**src/rtl/lbd_pkg.sv**
```systemverilog
package lbd_pkg;
  localparam int unsigned WORD_W = 32;

  // Storable bit masks for the two per-bank words
  localparam logic [WORD_W-1:0] BASE_KEEP  = 32'hFFFF_9FE1;
  localparam logic [WORD_W-1:0] OPT_KEEP   = 32'hFFFF_8000;
  localparam logic [WORD_W-1:0] MATCH_BITS = 32'hFFFF_8000;

  typedef struct packed {
    logic [1:0] psize;
    logic [1:0] ecc;
    logic       wprot;
    logic [2:0] mach;
    logic       valid;
  } bank_attr_t;

  function automatic bank_attr_t attr_of(input logic [WORD_W-1:0] w);
    bank_attr_t a;
    a.psize = w[12:11];
    a.ecc   = w[10:9];
    a.wprot = w[8];
    a.mach  = w[7:5];
    a.valid = w[0];
    return a;
  endfunction
endpackage

```
**src/rtl/lbd_bank_regs.sv**
```systemverilog
module lbd_bank_regs
  import lbd_pkg::*;
#(
  parameter int unsigned NUM_BANKS = 8,
  localparam int unsigned IDX_W = (NUM_BANKS > 1) ? $clog2(NUM_BANKS) : 1
) (
  input  logic              clk,
  input  logic              rst_n,
  input  logic              we,
  input  logic              sel_opt,
  input  logic [IDX_W-1:0]  idx,
  input  logic [WORD_W-1:0] wdata,
  output logic [WORD_W-1:0] base_q [NUM_BANKS],
  output logic [WORD_W-1:0] opt_q  [NUM_BANKS]
);
  for (genvar b = 0; b < NUM_BANKS; b++) begin : g_bank
    logic hit_idx;
    assign hit_idx = we && (idx == IDX_W'(b));

    always_ff @(posedge clk or negedge rst_n) begin
      if (!rst_n) begin
        base_q[b] <= '0;
        opt_q[b]  <= '0;
      end else if (hit_idx) begin
        if (sel_opt) opt_q[b]  <= wdata & OPT_KEEP;
        else         base_q[b] <= wdata & BASE_KEEP;
      end
    end
  end
endmodule

```
**src/rtl/lbd_match.sv**
```systemverilog
module lbd_match
  import lbd_pkg::*;
#(
  parameter int unsigned NUM_BANKS = 8
) (
  input  logic [WORD_W-1:0]    addr,
  input  logic [WORD_W-1:0]    base_q [NUM_BANKS],
  input  logic [WORD_W-1:0]    opt_q  [NUM_BANKS],
  output logic [NUM_BANKS-1:0] match
);
  for (genvar b = 0; b < NUM_BANKS; b++) begin : g_cmp
    logic [WORD_W-1:0] diff;
    assign diff     = (addr ^ base_q[b]) & opt_q[b] & MATCH_BITS;
    assign match[b] = base_q[b][0] && (diff == '0);
  end
endmodule

```
**src/rtl/lbd_prio.sv**
```systemverilog
module lbd_prio #(
  parameter int unsigned N = 8
) (
  input  logic [N-1:0] req,
  output logic [N-1:0] grant,
  output logic         any
);
  always_comb begin
    logic taken;
    taken = 1'b0;
    grant = '0;
    for (int i = 0; i < N; i++) begin
      if (req[i] && !taken) begin
        grant[i] = 1'b1;
        taken    = 1'b1;
      end
    end
    any = taken;
  end
endmodule

```
**src/rtl/lbus_bank_decoder.sv**
```systemverilog
module lbus_bank_decoder
  import lbd_pkg::*;
#(
  parameter int unsigned NUM_BANKS = 8,
  localparam int unsigned IDX_W = (NUM_BANKS > 1) ? $clog2(NUM_BANKS) : 1
) (
  input  logic                 clk,
  input  logic                 rst_n,
  input  logic                 cfg_we,
  input  logic                 cfg_opt,
  input  logic [IDX_W-1:0]     cfg_idx,
  input  logic [31:0]          cfg_wdata,
  input  logic                 cfg_rd_opt,
  input  logic [IDX_W-1:0]     cfg_rd_idx,
  output logic [31:0]          cfg_rdata,
  input  logic                 req_valid,
  input  logic [31:0]          req_addr,
  input  logic                 req_write,
  output logic [NUM_BANKS-1:0] cs_o,
  output logic                 hit_o,
  output logic [1:0]           psize_o,
  output logic [2:0]           mach_o,
  output logic [1:0]           ecc_o,
  output logic                 wp_err_o,
  output logic                 nohit_err_o
);
  logic [WORD_W-1:0]    base_q [NUM_BANKS];
  logic [WORD_W-1:0]    opt_q  [NUM_BANKS];
  logic [NUM_BANKS-1:0] match, grant;
  logic                 any;
  bank_attr_t           sel_attr;

  lbd_bank_regs #(.NUM_BANKS(NUM_BANKS)) u_regs (
    .clk(clk), .rst_n(rst_n), .we(cfg_we), .sel_opt(cfg_opt),
    .idx(cfg_idx), .wdata(cfg_wdata), .base_q(base_q), .opt_q(opt_q)
  );

  lbd_match #(.NUM_BANKS(NUM_BANKS)) u_match (
    .addr(req_addr), .base_q(base_q), .opt_q(opt_q), .match(match)
  );

  lbd_prio #(.N(NUM_BANKS)) u_prio (
    .req(match), .grant(grant), .any(any)
  );

  // Read-back mux; indices past the last bank read as zero
  always_comb begin
    cfg_rdata = '0;
    for (int i = 0; i < NUM_BANKS; i++)
      if (cfg_rd_idx == IDX_W'(i))
        cfg_rdata = cfg_rd_opt ? opt_q[i] : base_q[i];
  end

  // AND-OR select of the granted bank's attributes
  always_comb begin
    sel_attr = '0;
    for (int i = 0; i < NUM_BANKS; i++)
      if (grant[i]) sel_attr = sel_attr | attr_of(base_q[i]);
  end

  logic blocked;
  assign blocked = any && req_write && sel_attr.wprot;

  always_ff @(posedge clk or negedge rst_n) begin
    if (!rst_n) begin
      cs_o        <= '0;
      hit_o       <= 1'b0;
      psize_o     <= '0;
      mach_o      <= '0;
      ecc_o       <= '0;
      wp_err_o    <= 1'b0;
      nohit_err_o <= 1'b0;
    end else if (req_valid) begin
      cs_o        <= blocked ? '0 : grant;
      hit_o       <= any;
      psize_o     <= sel_attr.psize;
      mach_o      <= sel_attr.mach;
      ecc_o       <= sel_attr.ecc;
      wp_err_o    <= blocked;
      nohit_err_o <= !any;
    end else begin
      cs_o        <= '0;
      hit_o       <= 1'b0;
      psize_o     <= '0;
      mach_o      <= '0;
      ecc_o       <= '0;
      wp_err_o    <= 1'b0;
      nohit_err_o <= 1'b0;
    end
  end
endmodule

```
**config.mk**
```make
export PLATFORM = sky130hd
export DESIGN_NAME = lbus_bank_decoder
export DESIGN_NICKNAME = d
export VERILOG_FILES = /design/src/rtl/lbd_pkg.sv /design/src/rtl/lbd_bank_regs.sv /design/src/rtl/lbd_match.sv /design/src/rtl/lbd_prio.sv /design/src/rtl/lbus_bank_decoder.sv
export SDC_FILE = /design/constraint.sdc
export NUM_CORES = 1
export LEC_CHECK = 0
export BUFFER_PORTS_ARGS = -buffer_cell sky130_fd_sc_hd__clkbuf_2
export CORE_MARGIN = 2
export CORE_UTILIZATION = 65
export DETAILED_ROUTE_END_ITERATION = 7
export GPL_TIMING_DRIVEN = 0
export PLACE_DENSITY = 0.85
export SLEW_MARGIN = 10
export SYNTH_ARGS = -nofsm -noshare
export SYNTH_HDL_FRONTEND = slang
export SYNTH_SLANG_ARGS = --single-unit
```
**constraint.sdc**
```tcl
create_clock -name clk -period 6.6 [get_ports clk]
set_clock_uncertainty 0.15 [all_clocks]
set_input_delay 0.66 -clock clk [delete_from_list [all_inputs] [get_ports clk]]
set_output_delay 0.66 -clock clk [all_outputs]
set_load 0.1 [all_outputs]
```
==> impl_metrics.yaml, run 1 <==
placed_design:
  pre_cts_ws_ns: 1.94
  dpl.cell_count: 1988
  numPortBuffers: 78
  place_hpwl_um: 42000
  place_congestion: 1.02
timing:
  final-setup-viol-count: 0
  finalCritPeriodShare: 0.734
  finalHoldViolations: 0
  setup_slack_ns: 1.75
  rsz0062_at_grt: "no"
  timing.final.crit_period_ns: 4.85
  max_slew_margin: 0.234
  worst_pin_slew_ns: 1.15
  max_clock_freq_ghz: 0.206
  drv_slew: 0
critical_path:
  critPathMaxFanout: 10
  rr_worst_depth: 9
  r2r_slack_ns: 3.12
  timing.rr.end: "psize_o[1]"
  crit_path_end_kind: "output pin"
  cp_top_family: "buffers and inverters"
  required_ns: 5.79
  crit_path_top_delay_cell: "buf_1"
  cp.buffers_inverters: 4
  critPathKind: "in -> out"
  path_cells: "clkbuf_1 -> clkbuf_1 -> buf_1 -> mux2i_1 -> o22ai_1 -> or4_1 -> clkbuf_2"
  arrival_ns: 4.04
  slowest_delay_ns: 0.91
  cp_common_cell: "clkbuf_1"
  crit_path_start_kind: "primary input"
  timing.rr.start: "u_regs.base_q[182]"
cts:
  numCtsBuffers: 39
  clkSlewWorstSetupHoldPaths_ns: 0.06
  htreeDepth: 2
  cts_hold_buf: 0
  clock_path_buffers: 3
  insertion_delay_ns: 0.54
  postCtsSetupBuffers: 0
  cts_sinks: 362
  cts_resized: 0
  cts_tree: "yes"
  cts_root_buf: "clkbuf_16"
logic_synthesis:
  synthCells: 1518
  async_flop_share: 1.00
  synth_cell_type_count: 59
  yosys.area.top_type: "dfrtp_1"
  ys_top_cells_by_area: "dfrtp_1, mux2_2, mux2i_1"
  ys_ff_latch: 362
  synth_area_per_cell_um2: 12.4
  synth_area_mm2: 0.0188
  synth_edf_count: 0
  ys_warn_count: 0
  yosys_most_used_dff: "dfrtp_1"
  yosysSeqAreaShare: 0.481
  synth_top_area_share: 0.481
routing:
  routed_wl_um: 56500
  drtIter0Drc: 1321
  drcViolationCount: 0
  ant_nets: 0
  drt_first_pass_iters: 8
  dr_total_vias: 13800
  post_drt_wl_per_cell_um: 27.5
  avgViaCountPerCell: 6.72
layout:
  layout_common_cells: "dfrtp_1, mux2_2, mux2i_1, xor2_1, clkbuf_1"
  layout_commonest_cell: "dfrtp_1"
  antenna_cells: 0
  fillers: 1972
  area_growth_pct: 11.8
  drive_above_1_share: 0.320
  fin_cells: 2057
  nNetsFinal: 1722
global_route:
  grt_usage: 0.373
  gr-total-overflow: 0
  grt_pass1_vias: 14100
  antenna_found_initial: 0
  grt_pass1_wl_um: 85000
  grt_max_degree: 104
die:
  die_height_um: 174
  num_io_pins: 127
  core_mm2: 0.0286
  initial_core_util: 0.658
  die_area_mm2: 0.0304
  num_rows: 62
  die_x_um: 174
run:
  maxCapViolCount: 0
power_and_ir_drop:
  ir_drop_uv: 324
  p_leak_nw: 9.52
  power_density_mw_per_mm2: 348
status:
  status: "finished clean"
hold_path:
  hold_path_class: "in -> async"
==> cell usage after synthesis, types with 7 or more instances <==
cell type  number
xor2_1        136
a221oi_1        7
a31oi_1         7
nor2_1         32
nand4_1        15
buf_1          14
a22oi_1        71
mux2i_1       142
mux2_2        346
nand2_1        71
buf_4          19
o22ai_1        68
a21oi_1        10
dfrtp_1       362
or4_1          19
o21ai_0        10
o211ai_1       10
clkbuf_1       73
==> kinds of logic (layout without fill, tap and decap cells) <==
kind of cell,Yosys count,in the layout,share of synthesized area
mux,494,494,0.289
simple gates,200,200,0.0591
other cells,1,6,0.000199
xor+xnor,136,136,0.0632
flops,362,362,0.481
buf+inv,119,269,0.0290
compound gates,206,206,0.0784
==> stage by stage <==
step | power, W | instance area (um2) | util | hold slack (ns) | setup TNS (ns)
3_5_place_dp | 0.00515 | 19800 | 0.693 | 0.366 | 0
5_1_grt | 0.00760 | 21100 | 0.736 | 0.0868 | 0
4_1_cts | 0.00728 | 21100 | 0.736 | 0.0496 | 0
3_3_place_gp | 0.00505 | 19700 | 0.689 | 0.357 | -1082.19
2_1_floorplan | 0.00454 | 18900 | - | 0.214 | 0
6_report | 0.00734 | 21100 | 0.736 | 0.0361 | 0
==> sequential cells by signal, summed over array words and instances (netlist names) <==
register and cells:
psize_o 2, wp_err_o 1, u_regs.opt_q 136, nohit_err_o 1, cs_o 8, mach_o 3
ecc_o 2, u_regs.base_q 208, hit_o 1
==> worst register-to-register path, stage by stage (launching register included) <==
cell	delay, ns
dfrtp_1	0.40
xor2_1	0.36
a22oi_1	0.16
and3_1	0.20
and4_1	0.26
or3_1	0.43
buf_2	0.27
nor4b_2	0.86
nand2_1	0.13
a31oi_1	0.18
==> power breakdown <==
group / leakage [nW] / total, W / internal (W) / switching [W]
registers: 4.47 / 0.00320 / 0.00273 / 0.000479
logic: 4.43 / 0.00198 / 0.000811 / 0.00117
clock network: 0.618 / 0.00215 / 0.00124 / 0.000905
==> layer usage <==
metal,up-vias,global-route usage,wire length (um)
met5,-,0,0
met4,0,0.186,3010
met3,182,0.0919,5310
met2,748,0.592,26200
met1,7063,0.482,22000
li1,5836,-,-
==> final cells by class <==
| cell class | instances | area [um2] | area share |
|---|---|---|---|
| multi-input cells | 1042 | 9260 | 0.440 |
| flip-flops and latches | 362 | 9060 | 0.430 |
| clock buffers | 58 | 1150 | 0.0545 |
| plain buffers | 114 | 528 | 0.0251 |
| repair buffers | 81 | 482 | 0.0229 |
| well taps | 384 | 480 | 0.0228 |
| clock inverters | 11 | 91.3 | 0.00434 |
| inverters | 5 | 18.8 | 0.000891 |
==> worst max-delay path by stage <==
stage	startpoint	end	slack (ns)	cells after the start
2_1_floorplan	cfg_rd_idx[1]	cfg_rdata[0]	2.34	7
3_3_place_gp	rst_n	u_regs.opt_q[156]	-3.03	1
3_5_place_dp	cfg_rd_opt	cfg_rdata[26]	1.94	7
4_1_cts	cfg_rd_opt	cfg_rdata[26]	1.91	7
5_1_grt	cfg_rd_opt	cfg_rdata[30]	1.77	7
6_report	cfg_rd_opt	cfg_rdata[27]	1.75	7
Note: power is estimated with default switching activity, not from simulation.
==> inputs of run 2 (changes only) <==
--- a/config.mk
+++ b/config.mk
@@ -7,10 +7,10 @@
 export LEC_CHECK = 0
 export BUFFER_PORTS_ARGS = -buffer_cell sky130_fd_sc_hd__clkbuf_2
 export CORE_MARGIN = 2
-export CORE_UTILIZATION = 65
+export CORE_UTILIZATION = 55
 export DETAILED_ROUTE_END_ITERATION = 7
 export GPL_TIMING_DRIVEN = 0
-export PLACE_DENSITY = 0.85
+export PLACE_DENSITY = 0.76
 export SLEW_MARGIN = 10
 export SYNTH_ARGS = -nofsm -noshare
 export SYNTH_HDL_FRONTEND = slang
==> constraint.sdc (replaced) <==
create_clock -name clk -period 3.9 [get_ports clk]
set_clock_uncertainty 0.15 [all_clocks]
set_input_delay 0.39 -clock clk [delete_from_list [all_inputs] [get_ports clk]]
set_output_delay 0.39 -clock clk [all_outputs]
set_load 0.1 [all_outputs]
==> run 2 against run 1 <==
  * Sequential cell count unchanged
  * Critical path depth rose by 1
  * Clock-buffer cell count grew 1
  * Sequential power grew 69%
  * Critical endpoint is now cfg_rdata[30]
  * Global-route usage shrank 4.9 points
  * Hold slack gained 0.027 ns
==> impl_metrics.yaml, run 2 (synthesis gave the netlist of run 1 again) <==
hold_path:
  min-delay-start: "cfg_wdata[10]"
  hold_path_class: "in -> reg"
  worstHoldPathCells: 2
  hold_path_end: "u_regs.base_q[170]"
timing:
  max_clock_freq_ghz: 0.261
  worst_pin_slew_ns: 1.15
  setup_slack_ns: 0.0749
  rsz0062_at_grt: "no"
  finalHoldViolations: 0
  max_slew_margin: 0.232
  final-setup-viol-count: 0
  finalCritPeriodShare: 0.981
  drv_slew: 0
  timing.final.crit_period_ns: 3.83
global_route:
  grt_usage: 0.324
  antenna_found_initial: 1
  grt_pass1_wl_um: 86200
  grt_pass1_vias: 13700
  grt_max_degree: 104
  gr-total-overflow: 0
status:
  status: "finished clean"
placed_design:
  place_hpwl_um: 43100
  pre_cts_ws_ns: -0.310
  place_congestion: 0.956
  dpl.cell_count: 2052
  numPortBuffers: 78
routing:
  ant_nets: 0
  dr_total_vias: 13600
  post_drt_wl_per_cell_um: 27.0
  drtIter0Drc: 1334
  routed_wl_um: 57200
  drt_first_pass_iters: 5
  met1_length_um: 23500
  wl_met3_um: 4390
  met2_length_um: 26300
  avgViaCountPerCell: 6.42
  routed.top_layer: "met5"
  drcViolationCount: 0
layout:
  top_register: "u_regs.base_q"
  antenna_cells: 0
  largestRegisters: "u_regs.base_q x208, u_regs.opt_q x136, cs_o x8"
  fillers: 2605
  drive_above_1_share: 0.324
  layout_common_cells: "dfrtp_1, mux2_2, mux2i_1, xor2_1"
  layout_commonest_cell: "dfrtp_1"
  nNetsFinal: 1724
  fin_cells: 2124
  final_core_util: 0.633
  area_growth_pct: 12.8
  largest_register_ffs: 208
critical_path:
  timing.rr.start: "u_regs.base_q[211]"
  timing.rr.end: "mach_o[0]"
  required_ns: 3.36
  rr_worst_depth: 9
  cp_top_family: "buffers and inverters"
  critPathKind: "in -> out"
  r2r_slack_ns: 0.38
  cp_common_cell: "clkbuf_1"
  arrival_ns: 3.29
  cp.buffers_inverters: 4
  crit_path_start_kind: "primary input"
  slowest_delay_ns: 0.67
  crit_path_top_delay_cell: "clkbuf_1"
  critPathMaxFanout: 10
  path_cells: "clkbuf_1 -> nor2b_1 -> clkbuf_1 -> nand2_1 -> clkbuf_1 -> o22ai_1 -> or4_1 -> clkbuf_2"
  crit_path_end_kind: "output pin"
cts:
  htreeDepth: 2
  cts_root_buf: "clkbuf_16"
  cts_sinks: 362
  numCtsBuffers: 39
  clock_path_buffers: 3
  insertion_delay_ns: 0.56
  clkSlewWorstSetupHoldPaths_ns: 0.06
  cts_tree: "yes"
die:
  die_x_um: 189
  die_area_mm2: 0.0358
  die_height_um: 189
  num_io_pins: 127
  num_rows: 67
  core_mm2: 0.0336
  initial_core_util: 0.561
power_and_ir_drop:
  power_density_mw_per_mm2: 592
  ir_drop_uv: 438
  p_leak_nw: 9.58
run:
  maxCapViolCount: 0
-- run 2: worst max-delay path by stage --
stage / startpoint / to / cells after the start
after global routing: cfg_rd_idx[0] / cfg_rdata[30] / 8
after global placement: rst_n / u_regs.opt_q[185] / 1
after CTS: cfg_rd_idx[0] / cfg_rdata[27] / 9
final: cfg_rd_idx[0] / cfg_rdata[30] / 8
after floorplan: cfg_rd_idx[1] / cfg_rdata[0] / 7
after detailed placement: cfg_rd_opt / cfg_rdata[27] / 7
-- run 2: report_power, final --
group	switching [W]	internal (W)
Combinational	0.00194	0.00137
Clock	0.00158	0.00228
Sequential	0.000803	0.00461
Total	0.00433	0.00827
-- run 2: through the flow --
step                hold slack, ns  TNS [ns]  total power (W)  cell area [um2]
floorplan                  -0.0556         0          0.00768            18900
global placement             0.358  -2000.89          0.00856            19800
detailed placement           0.337     -2.43          0.00870            19900
CTS                         0.0436         0           0.0125            21300
global route                0.0650         0           0.0131            21300
finish                      0.0632         0           0.0126            21300
-- run 2: layout make-up --
cell class                 count  area (um2)  share of cell area
multi-input combinational   1042        9260               0.435
sequential                   362        9060               0.426
clock buffer                  59        1170              0.0551
tap                          448         561              0.0264
buffer                       114         547              0.0257
timing repair buffer          83         502              0.0236
clock inverter                11         149             0.00700
inverter                       5        18.8            0.000883
-- run 2: metal layers --
| layer | vias to the layer above | track usage |
|---|---|---|
| li1 | 5850 | - |
| met1 | 6979 | 0.440 |
| met2 | 649 | 0.508 |
| met3 | 159 | 0.0517 |
| met4 | 2 | 0.158 |
| met5 | - | 0 |
-- run 2: repair_timing --
action | CTS | global route
gates cloned | 0 | 0
buffers inserted | 0 | 0
hold buffers | 2 | 0
endpoints found under the setup margin | 15 | 10
gates resized for setup | 6 | 5
endpoints found under the hold margin | 85 | 0
